$ cat src/rtl/wp_pkg.sv
package wp_pkg;

    typedef enum logic [2:0] {
        ST_IDLE,   // no key write seen
        ST_K1,     // first key write accepted
        ST_K2,     // second key write accepted
        ST_D1,     // branch toward disarm taken
        ST_D2,     // first key write of disarm tail
        ST_D3,     // second key write of disarm tail
        ST_UNLK    // one data write permitted while protected
    } wp_step_e;

    typedef struct packed {
        wp_step_e step;
        logic     prot;
    } wp_state_t;

    // key indices into the matcher hit vector
    localparam int unsigned K_OPEN  = 0; // first key pair
    localparam int unsigned K_CONF  = 1; // second key pair
    localparam int unsigned K_ARM   = 2; // arming code
    localparam int unsigned K_BRNCH = 3; // branch toward disarm
    localparam int unsigned K_DIS   = 4; // disarming code
    localparam int unsigned NUM_KEYS = 5;

endpackage

$ cat src/rtl/wp_key_match.sv
module wp_key_match #(
    parameter int unsigned AW = 15,
    parameter int unsigned DW = 8,
    parameter int unsigned NK = 5,
    parameter logic [NK*AW-1:0] KEY_ADDR = '0,
    parameter logic [NK*DW-1:0] KEY_DATA = '0
) (
    input  logic [AW-1:0] addr,
    input  logic [DW-1:0] data,
    output logic [NK-1:0] hit
);

    genvar gi;
    generate
        for (gi = 0; gi < NK; gi++) begin : g_key
            localparam logic [AW-1:0] KA = KEY_ADDR[gi*AW +: AW];
            localparam logic [DW-1:0] KD = KEY_DATA[gi*DW +: DW];
            assign hit[gi] = (addr == KA) && (data == KD);
        end
    endgenerate

    // at most one key decodes for any write when the key pairs are distinct
    always_comb begin
        assert_keys_exclusive_R7: assert ($onehot0(hit))
            else $error("key decoder produced several hits");
    end

endmodule

$ cat src/rtl/wp_ctrl.sv
module wp_ctrl
    import wp_pkg::*;
#(
    parameter int unsigned NK = NUM_KEYS
) (
    input  logic          clk,
    input  logic          rst_n,
    input  logic          stb,
    input  logic          busy,
    input  logic [NK-1:0] hit,
    output logic          commit,
    output logic          prot
);

    wp_state_t st_d, st_q;
    logic      accept;

    always_comb begin
        st_d   = st_q;
        accept = stb && !busy;
        if (accept) begin
            unique case (st_q.step)
                ST_IDLE: st_d.step = hit[K_OPEN] ? ST_K1 : ST_IDLE;
                ST_K1:   st_d.step = hit[K_CONF] ? ST_K2 : ST_IDLE;
                ST_K2: begin
                    if (hit[K_ARM]) begin
                        st_d.step = st_q.prot ? ST_UNLK : ST_IDLE;
                        st_d.prot = 1'b1;
                    end else if (hit[K_BRNCH]) begin
                        st_d.step = ST_D1;
                    end else begin
                        st_d.step = ST_IDLE;
                    end
                end
                ST_D1:   st_d.step = hit[K_OPEN] ? ST_D2 : ST_IDLE;
                ST_D2:   st_d.step = hit[K_CONF] ? ST_D3 : ST_IDLE;
                ST_D3: begin
                    st_d.step = ST_IDLE;
                    if (hit[K_DIS]) st_d.prot = 1'b0;
                end
                ST_UNLK: st_d.step = ST_IDLE;
                default: st_d.step = ST_IDLE;
            endcase
        end
        commit = accept && (!st_q.prot || st_q.step == ST_UNLK);
    end

    always_ff @(posedge clk or negedge rst_n) begin
        if (!rst_n) begin
            st_q <= '{step: ST_IDLE, prot: 1'b0};
        end else begin
            st_q <= st_d;
        end
    end

    assign prot = st_q.prot;

    assert_commit_needs_stb_R2: assert property (@(posedge clk) disable iff (!rst_n)
        commit |-> stb)
        else $error("commit without strobe");

    assert_busy_no_commit_R8: assert property (@(posedge clk) disable iff (!rst_n)
        busy |-> !commit)
        else $error("commit during busy");

    assert_busy_holds_step_R8: assert property (@(posedge clk) disable iff (!rst_n)
        busy |=> $stable(st_q))
        else $error("state moved on a busy cycle");

    assert_prot_changes_on_write_R9: assert property (@(posedge clk) disable iff (!rst_n)
        !stb |=> $stable(st_q.prot))
        else $error("protect flag changed without a write");

    assert_arm_from_k2_R4: assert property (@(posedge clk) disable iff (!rst_n)
        (st_q.step != ST_K2) |=> !$rose(st_q.prot))
        else $error("protect set outside arming step");

    assert_unlock_single_R5: assert property (@(posedge clk) disable iff (!rst_n)
        (st_q.prot && commit) |=> (st_q.step == ST_IDLE && st_q.prot))
        else $error("unlock not consumed after one write");

endmodule

$ cat src/rtl/wp_seq_detect.sv
module wp_seq_detect
    import wp_pkg::*;
#(
    parameter int unsigned ADDR_W   = 15,
    parameter int unsigned DATA_W   = 8,
    parameter logic [ADDR_W-1:0] ADDR_HI = 15'h5555,
    parameter logic [ADDR_W-1:0] ADDR_LO = 15'h2AAA,
    parameter logic [DATA_W-1:0] CODE_OPEN  = 8'hAA,
    parameter logic [DATA_W-1:0] CODE_CONF  = 8'h55,
    parameter logic [DATA_W-1:0] CODE_ARM   = 8'hA0,
    parameter logic [DATA_W-1:0] CODE_BRNCH = 8'h80,
    parameter logic [DATA_W-1:0] CODE_DIS   = 8'h20
) (
    input  logic              clk,
    input  logic              rst_n,
    input  logic              wr_stb,
    input  logic [ADDR_W-1:0] wr_addr,
    input  logic [DATA_W-1:0] wr_data,
    input  logic              wr_busy,
    output logic              wr_commit,
    output logic              wp_active
);

    localparam int unsigned NK = NUM_KEYS;
    // packed key tables, index 0 in the least significant slot
    localparam logic [NK*ADDR_W-1:0] KEY_ADDR =
        {ADDR_HI, ADDR_HI, ADDR_HI, ADDR_LO, ADDR_HI};
    localparam logic [NK*DATA_W-1:0] KEY_DATA =
        {CODE_DIS, CODE_BRNCH, CODE_ARM, CODE_CONF, CODE_OPEN};

    logic [NK-1:0] key_hit;

    wp_key_match #(
        .AW(ADDR_W), .DW(DATA_W), .NK(NK),
        .KEY_ADDR(KEY_ADDR), .KEY_DATA(KEY_DATA)
    ) u_match (
        .addr (wr_addr),
        .data (wr_data),
        .hit  (key_hit)
    );

    wp_ctrl #(.NK(NK)) u_ctrl (
        .clk    (clk),
        .rst_n  (rst_n),
        .stb    (wr_stb),
        .busy   (wr_busy),
        .hit    (key_hit),
        .commit (wr_commit),
        .prot   (wp_active)
    );

endmodule

$ cat config.mk
export PLATFORM = sky130hd
export DESIGN_NAME = wp_seq_detect
export DESIGN_NICKNAME = d
export VERILOG_FILES = /design/src/rtl/wp_pkg.sv /design/src/rtl/wp_key_match.sv /design/src/rtl/wp_ctrl.sv /design/src/rtl/wp_seq_detect.sv
export SDC_FILE = /design/constraint.sdc
export NUM_CORES = 1
export LEC_CHECK = 0
export ABC_AREA = 1
export ABC_CLOCK_PERIOD_IN_PS = 1300
export BUFFER_PORTS_ARGS = -buffer_cell sky130_fd_sc_hd__buf_4
export CORE_MARGIN = 5
export CORE_UTILIZATION = 45
export DETAILED_ROUTE_END_ITERATION = 8
export PLACE_DENSITY = 0.85
export SKIP_CTS_REPAIR_TIMING = 1
export SYNTH_ARGS = -nofsm -noshare
export SYNTH_HDL_FRONTEND = slang
export SYNTH_SLANG_ARGS = --single-unit
export TNS_END_PERCENT = 5
$ cat constraint.sdc
create_clock -name clk -period 1.3 [get_ports clk]
set_clock_uncertainty 0.05 [all_clocks]
set_input_delay 0 -clock clk [delete_from_list [all_inputs] [get_ports clk]]
set_output_delay 0 -clock clk [all_outputs]
set_load 0.01 [all_outputs]
Word level (Yosys, flattened, before mapping)
Index checks and enable logic that the tools add are counted.
W data, S select, Z words.
Cells by class
  eq/ne operators: 15
  muxes and demuxes: 11
  reductions and logical operators: 13
Operators by type and width (count)
  $eq A8 B8 Y1 const B: 3
  $eq A15 B14 Y1 const B: 1
  $eq A15 B15 Y1 const B: 1
  $pmux W3 S5: 1
  $mux W3: 4
  $eq A3 B3 Y1 const B: 3
  $eq A8 B6 Y1 const B: 1
  $eq A8 B7 Y1 const B: 1
  $logic_and A1 B1 Y1: 7
  $eq A3 B2 Y1 const B: 2
  $mux W2: 2
  $ne A2 B2 Y1 const B: 2
  $reduce_and A4 Y1: 1
  $eq A3 B1 Y1 const B: 1
  $logic_not A3 Y1: 1
  $mux W1: 3
  $logic_not A1 Y1: 2
  $pmux W1 S2: 1
  $reduce_bool A2 Y1: 1
  $logic_or A1 B1 Y1: 1
Storage, ports and cells
  register bits: 4
  input port bits: 27

Depth between registers and ports, before layout
Gate-level depths: netlist of run 1.
  depth in word-level cells: 5
  gate-level depth with buffers: 10
  mapped depth without buffers: 10

Hierarchy
A second synthesis of run 1 with hierarchy kept.
Second synthesis, totals
  cells, all modules: 115
  area total of the unflattened synthesis: 561.8 um2
By module, submodules not included
  wp_ctrl: times used 1, cells an instance 49, area each 296.5 um2, seq. area each 100.1 um2
  wp_key_match: times used 1, cells an instance 66, area each 265.3 um2, seq. area each 0.0 um2

Least setup slack after synthesis of run 1
OpenSTA, ideal clock, no wires.
  path kind: register to register
  start point: reg u_ctrl.st_q[3] in the netlist's numbering
  end point: reg u_ctrl.st_q[1] in the netlist's numbering
  data arrival time: 1037 ps
  required time: 1185 ps
  slack: 148 ps
  cell stages (with the launch flop): 9
  path buffers: 1
  clock period less this slack: 1152 ps
  cell sequence: dfrtp_1 > buf_6 > inv_2 > nand3_2 > nor3_1 > nand2_1 > nand3_1 > nand2_1 > nand2_1
Between the ends
  cells in the longest elaborated chain, start to end: 2
  elaborated cells on any way between the ends: 6
  classes of those cells: eq/ne: 4; mux: 1; reduce/logical: 1
Ends and longest elaborated chain
  from (decl): RTL line wp_ctrl.sv:15  | wp_state_t st_d, st_q;
  from (signal assigned): RTL line wp_ctrl.sv:50  | st_q <= '{step: ST_IDLE, prot: 1'b0};
  from (signal assigned): RTL line wp_ctrl.sv:52  | st_q <= st_d;
  $eq A3 B3 Y1, or another cell as far along: RTL line wp_ctrl.sv:22  | unique case (st_q.step)
  $pmux W3 S5 *: RTL line wp_ctrl.sv:22
Every way passes the cells marked *; elsewhere a longest branch is shown, timed or not.
A chain may end at the register's enable or synchronous reset.

Worst setup path in the final report of run 1
  start point: reg u_ctrl.st_q[3] in the netlist's numbering
  end point: reg u_ctrl.st_q[2] in the netlist's numbering
The elaborated chain is that of the path after synthesis.

==> qor.yml, run 1 <==
run_status: "finished, final reports clean"
critical_path_peak_fanout: 6
cts_made_buffers: 3
final_cell_area_um2: 976
overflow: 0
totalWireLength_um: 1890
globalRoute.busiestLayer: "met2"
cp-start-kind: "register"
final_max_slew_viol_count: 0
fmax_mhz: 821
worst_hold_slack_ns: 0.0523
floorplan.initialDensity_pct: 47.2
area.growth.synth_to_final_pct: 38.8
areal_power_density_over_the_cells_nw_per_um2: 445
yosysSeqAreaShare_pct: 14.2
synthesis.yosys.warnings: 0
complex_gate_fraction_of_the_synthesized_area_pct: 2.14
clk_latency_ns: 0.23
avgRoutedWirePerCell_um: 9.84
netlist_top_cells_area: "sky130_fd_sc_hd__nand2_1 22%, sky130_fd_sc_hd__nor2_1 15%, sky130_fd_sc_hd__dfrtp_1 14%"
rows: 14
met3_layer_usage_reported_by_global_route_pct: 3.31
post-route-drc-count: 0
synth_adder_area_share_pct: 0
synth.largest_area_cell: "sky130_fd_sc_hd__nand2_1"
number_of_global_route_vias_before_repair: 823
layout_commonest_cell: "sky130_fd_sc_hd__nand2_1"
tightest_slew_ns: 0.257
cts.htree.levels: 1
placedInstanceArea_um2: 922
placement.io_buffers: 28
cts_max_path_buffers: 2
finalCritPeriodShare_pct: 93.7
synth.mux.area_fraction_pct: 0
final.fill_count: 136
timing.setup.critical_path_class: "register to register"
syn_nets: 170
drt_pass1_iterations: 4
yosys_register_bits: 4
synth.cell_area_um2: 703
timing.final.crit_period_ns: 1.22
start_of_the_worst_register_to_register_path: "u_ctrl.st_q[3]"
post_drt_via_cell_ratio: 4.89
synth_top_family_by_area: "simple AND/OR/NAND/NOR gates"
clkTransAtPathRegs_ns: 0.04
layout-drive-gt1-share_pct: 30.1
die_w_um: 49.5
yosysUniqueCellTypes: 14
drt_first_iter_violations: 22
maxCapViolations: 0
grt.met2_usage_pct: 26.5
endpoint_class_of_the_critical_path: "register"
place.gp.congestion: 0.781
post_synth_xor_xnor_area_pct: 0
detailroute.via_count: 938
synth_top_cell_area_share_pct: 22.4
initial_antenna_violation_count: 0
hold_viol: 0
tritoncts: "yes"
max-slew-margin-rel_pct: 82.8
grt_start_max_net_pins: 9
synth_simple_gate_area_share_pct: 67.6
floorplan.core_area_um2: 1490
report.final.setup_viol: 0
cp-startpoint: "u_ctrl.st_q[3]"
ctsRootBufferMaster: "sky130_fd_sc_hd__clkbuf_4"
first_pass_grt_wire_length_um: 3150
drt.antenna.violating_nets: 0
required_ns: 1.42
clk_sinks: 4
antenna-diode-count: 0
design.portCount: 29
vdd.ir_drop.worst_mv: 0.335
die_height_um: 49.5
met1_usage_pct: 19.6
worst_ep_arrival_ns: 1.34
p_leak_nw: 0.517
track_usage_pct: 15.2
finish.net_count: 205
detailedPlacementHpwl_um: 1630
post_synth.cell_area_avg_um2: 4.92
synthCells: 143
die_area_um2: 2450
layout.cells.most_common_list: "42 x sky130_fd_sc_hd__nand2_1, 30 x sky130_fd_sc_hd__buf_4, 29 x sky130_fd_sc_hd__nor2_1"
min-delay-path-class: "input port to asynchronous set/reset pin"
where the power goes:
part	switching [mW]	leakage [nW]	internal [mW]	total [mW]
registers	0.0000000128	0.0542	0.125	0.125
clock network	0.0491	0.0138	0.103	0.152
logic	0.0783	0.449	0.0785	0.157
total	0.127	0.517	0.307	0.434
layout make-up:
type	instances	area (um^2)	share of cell area, %
repair buffers	31	235	24.1
multi-input cells	111	495	50.8
inverters	27	101	10.4
well taps	16	20.0	2.05
flip-flops and latches	4	101	10.4
clock buffers	3	22.5	2.31
worst max-delay path, stage by stage (launching register included):
cell,delay [ns]
sky130_fd_sc_hd__dfrtp_2,0.43
sky130_fd_sc_hd__inv_2,0.07
sky130_fd_sc_hd__nand3_2,0.11
sky130_fd_sc_hd__nor3_2,0.20
sky130_fd_sc_hd__nand2_1,0.09
sky130_fd_sc_hd__nand3_1,0.08
sky130_fd_sc_hd__nand2_1,0.05
sky130_fd_sc_hd__nand2_1,0.06
cells in the mapped netlist:
master	n
sky130_fd_sc_hd__a21oi_1	3
sky130_fd_sc_hd__buf_6	1
sky130_fd_sc_hd__dfrtp_1	4
sky130_fd_sc_hd__inv_1	19
sky130_fd_sc_hd__inv_2	8
sky130_fd_sc_hd__nand2_1	42
sky130_fd_sc_hd__nand2_2	3
sky130_fd_sc_hd__nand3_1	17
sky130_fd_sc_hd__nand3_2	1
sky130_fd_sc_hd__nand4_1	4
sky130_fd_sc_hd__nor2_1	29
sky130_fd_sc_hd__nor2_2	6
sky130_fd_sc_hd__nor3_1	5
sky130_fd_sc_hd__nor3b_1	1
layer usage:
metal  vias to the layer above  routed length [um]
met4                         0                   0
met1                       405                 833
met5                         -                   0
met3                         0                  94
li1                        507                   -
met2                        26                 962
through the flow:
step | setup slack [ns] | cells | power (mW) | util [%] | setup TNS [ns]
2_1_floorplan | 0.148 | 143 | 0.185 | - | 0
3_3_place_gp | 0.117 | 186 | 0.275 | 61.9 | 0
3_5_place_dp | 0.0524 | 186 | 0.280 | 61.9 | 0
4_1_cts | 0.0344 | 189 | 0.435 | 63.4 | 0
5_1_grt | -0.0168 | 192 | 0.465 | 65.5 | -0.0431
6_report | 0.0823 | 192 | 0.434 | 65.5 | 0
state kept, by name, indices dropped and copies added, names as in the netlist:
register     cells
u_ctrl.st_q      3
u_ctrl.prot      1
final timing paths:
kind                       slack, ns  cells past startpoint        endpoint
hold reg to reg                 0.48                      2     u_ctrl.prot
max in group asynchronous       1.03                      2  u_ctrl.st_q[3]
hold / removal                  0.05                      2  u_ctrl.st_q[3]
setup / recovery                0.08                      7  u_ctrl.st_q[2]
setup reg to reg                0.08                      7  u_ctrl.st_q[2]
min in group clk                0.13                      5  u_ctrl.st_q[1]
logic make-up after synthesis:
logic type | Yosys count
compound gates | 3
buf+inv | 28
simple gates | 108
flops | 4
No activity file was read; power rests on OpenSTA's default activity.
==> run 2: changes to the inputs <==
--- a/config.mk
+++ b/config.mk
@@ -5,13 +5,12 @@
 export SDC_FILE = /design/constraint.sdc
 export NUM_CORES = 1
 export LEC_CHECK = 0
-export ABC_AREA = 1
 export ABC_CLOCK_PERIOD_IN_PS = 1300
 export BUFFER_PORTS_ARGS = -buffer_cell sky130_fd_sc_hd__buf_4
-export CORE_MARGIN = 5
-export CORE_UTILIZATION = 45
+export CORE_AREA = 5 5 42 44
 export DETAILED_ROUTE_END_ITERATION = 8
-export PLACE_DENSITY = 0.85
+export DIE_AREA = 0 0 47 49
+export PLACE_DENSITY = 0.76
 export SKIP_CTS_REPAIR_TIMING = 1
 export SYNTH_ARGS = -nofsm -noshare
 export SYNTH_HDL_FRONTEND = slang
==> qor.yml, run 2 <==
run_status: "finished, final reports clean"
yosys.cell_count.top_type: "sky130_fd_sc_hd__nand4_1"
topRoutingLayerUsed: "met4"
synth_top_cell_area_share_pct: 22.1  # -0.32 points
cts.htree.levels: 1  # unchanged
placement.io_buffers: 28  # unchanged
maxCapViolations: 0  # unchanged
sequential_cell_area_um2: 100  # -1.2%
overflow: 0  # unchanged
yosys_register_bits: 4  # unchanged
vdd.ir_drop.worst_mv: 0.218  # -35%
synth_edf_count: 0  # unchanged
synth.largest_area_cell: "sky130_fd_sc_hd__dfrtp_1"
post-route-drc-count: 0  # unchanged
tritoncts: "yes"
synthCells: 54  # -62%
regMostFlops: "u_ctrl.st_q"
synthesis.yosys.warnings: 0  # unchanged
die_height_um: 49  # -1.1%
layout-drive-gt1-share_pct: 52.1  # +22 points
drt_pass1_iterations: 4  # unchanged
areal_power_density_over_the_cells_nw_per_um2: 482  # +8.3%
synth.cell_area_um2: 453  # -36%
largest_register_ff_count: 3  # unchanged
hold_viol: 0  # unchanged
multiInputGateArea_um2: 372  # -25%
rows: 14  # unchanged
timing.setup.critical_path_class: "register to register"
drt_first_iter_violations: 10  # -55%
die_area_um2: 2300  # -6.1%
syn_nets: 81  # -52%
p_leak_nw: 0.364  # -30%
routed-wl-met2_um: 803  # -17%
endpoint_class_of_the_critical_path: "register"
cp-start-kind: "register"
layout_commonest_cell: "sky130_fd_sc_hd__buf_4"
netlist_top_cells_area: "sky130_fd_sc_hd__dfrtp_1 22%, sky130_fd_sc_hd__nand4_1 8.3%, sky130_fd_sc_hd__nor2b_1 5.5%"
antenna-diode-count: 0  # unchanged
clkTransAtPathRegs_ns: 0.04  # about the same
clk_sinks: 4  # unchanged
placedInstanceArea_um2: 743  # -19%
min-delay-path-class: "input port to asynchronous set/reset pin"
detailroute.via_count: 616  # -34%
worst_ep_arrival_ns: 1.35  # about the same
detailedPlacementHpwl_um: 1310  # -19%
critical_path_peak_fanout: 4  # -2
final_max_slew_viol_count: 0  # unchanged
post_drt_via_cell_ratio: 5.50  # +13%
post_synth.cell_area_avg_um2: 8.39  # +71%
finalCritPeriodShare_pct: 96.5  # +2.8 points
tightest_slew_ns: 0.439  # +0.181 ns
grt_start_max_net_pins: 8  # -1
timing.final.crit_period_ns: 1.25  # +0.0367 ns
synth_top_cells_by_count: "6 x sky130_fd_sc_hd__nand4_1, 5 x sky130_fd_sc_hd__nand2_1, 4 x sky130_fd_sc_hd__dfrtp_1, 4 x sky130_fd_sc_hd__nor2b_1"
asyncSetResetFlopFracSynth_pct: 100  # unchanged
first_pass_grt_wire_length_um: 2440  # -23%
yosysSeqAreaShare_pct: 22.1  # +7.9 points
clk_latency_ns: 0.23  # about the same
report.final.setup_viol: 0  # unchanged
totalWireLength_um: 1600  # -16%
layout.cells.most_common_list: "36 x sky130_fd_sc_hd__buf_4, 6 x sky130_fd_sc_hd__nand4_1, 5 x sky130_fd_sc_hd__nand2_1"
cts_made_buffers: 3  # unchanged
finish.net_count: 125  # -39%
floorplan.initialDensity_pct: 32.3  # -15 points
final_util_pct: 58.3  # -7.2 points
drt.antenna.violating_nets: 0  # unchanged
area.growth.synth_to_final_pct: 80.4
ys_dominant_reg_cell: "sky130_fd_sc_hd__dfrtp_1"
avgRoutedWirePerCell_um: 14.2  # +45%
fmax_mhz: 797  # -2.9%
final_cell_area_um2: 817  # -16%
wl_met3_um: 129  # +37%
design.portCount: 29  # unchanged
track_usage_pct: 14.5  # -0.72 points
setup_repair_after_global_routing_missed_its_margin: "true"
die_w_um: 47  # -5.1%
yosysUniqueCellTypes: 27  # +13
final.fill_count: 131  # -3.7%
ctsRootBufferMaster: "sky130_fd_sc_hd__clkbuf_4"
initial_antenna_violation_count: 0  # unchanged
cts_max_path_buffers: 2  # unchanged
number_of_global_route_vias_before_repair: 621  # -25%
required_ns: 1.39  # -0.03 ns
drt-met1-wl_um: 622  # -25%
max-slew-margin-rel_pct: 70.4  # -12 points
floorplan.core_area_um2: 1400  # -5.9%
place.gp.congestion: 0.797  # +2.0%
## run 2: changes by cell type after synthesis, sizes merged, moves of 3 or more
cell,delta
nor4b,+3
inv,-27
nor2b,+4
nor3,-3
nand2,-40
nor2,-32
nand3,-15
## run 2: metal layers
layer  global-route usage, %  up-vias
li1                        -      306
met1                    15.9      281
met2                    23.5       25
met3                    3.69        4
met4                    8.76        0
met5                       0        -
## run 2: path summary, 6_finish.rpt
kind | from | end | slack (ns) | cells past startpoint
min in group clk | wr_data[5] | u_ctrl.st_q[3] | 0.05 | 3
max in group asynchronous | rst_n | u_ctrl.prot | 1.05 | 2
setup reg to reg | u_ctrl.st_q[3] | u_ctrl.st_q[1] | 0.05 | 2
setup / recovery | u_ctrl.st_q[3] | u_ctrl.st_q[1] | 0.05 | 2
hold / removal | rst_n | u_ctrl.st_q[3] | 0.05 | 2
hold reg to reg | u_ctrl.prot | u_ctrl.prot | 0.58 | 2
## run 2: area by class of cell
cell class	instances	share of cell area [%]
Timing Repair Buffer	39	37.1
Multi-Input combinational cell	50	45.5
Clock buffer	3	2.76
Sequential cell	4	12.3
Tap cell	16	2.45
## run 2: worst max-delay path: stages (launching register included)
cell and delay, ns:
sky130_fd_sc_hd__dfrtp_1 0.42, sky130_fd_sc_hd__or4b_4 0.51, sky130_fd_sc_hd__o31ai_2 0.18
## run 2: report_power, final
group / internal, mW / switching, mW / total [mW]
Sequential: 0.125 / 0.0000000113 / 0.125
Clock: 0.103 / 0.0522 / 0.156
Combinational: 0.0716 / 0.0413 / 0.113
## run 2: cell families after synthesis
kind of cell	after synthesis	share of synthesized area, %
and+or+nand+nor	40	61.6
DFF	4	22.1
AOI/OAI and AO/OA	10	16.3
## run 2: through the flow
stage / std cells / setup slack [ns] / hold WS (ns) / TNS [ns] / power [mW]
after floorplan: 54 / 0.0214 / -0.346 / 0 / 0.152
after global placement: 106 / -0.0930 / -0.255 / -0.256 / 0.234
after detailed placement: 106 / -0.128 / -0.254 / -0.381 / 0.236
after CTS: 109 / -0.0159 / -0.498 / -0.0165 / 0.392
after global routing: 112 / -0.0245 / 0.0602 / -0.0298 / 0.409
final: 112 / 0.0456 / 0.0493 / 0 / 0.394
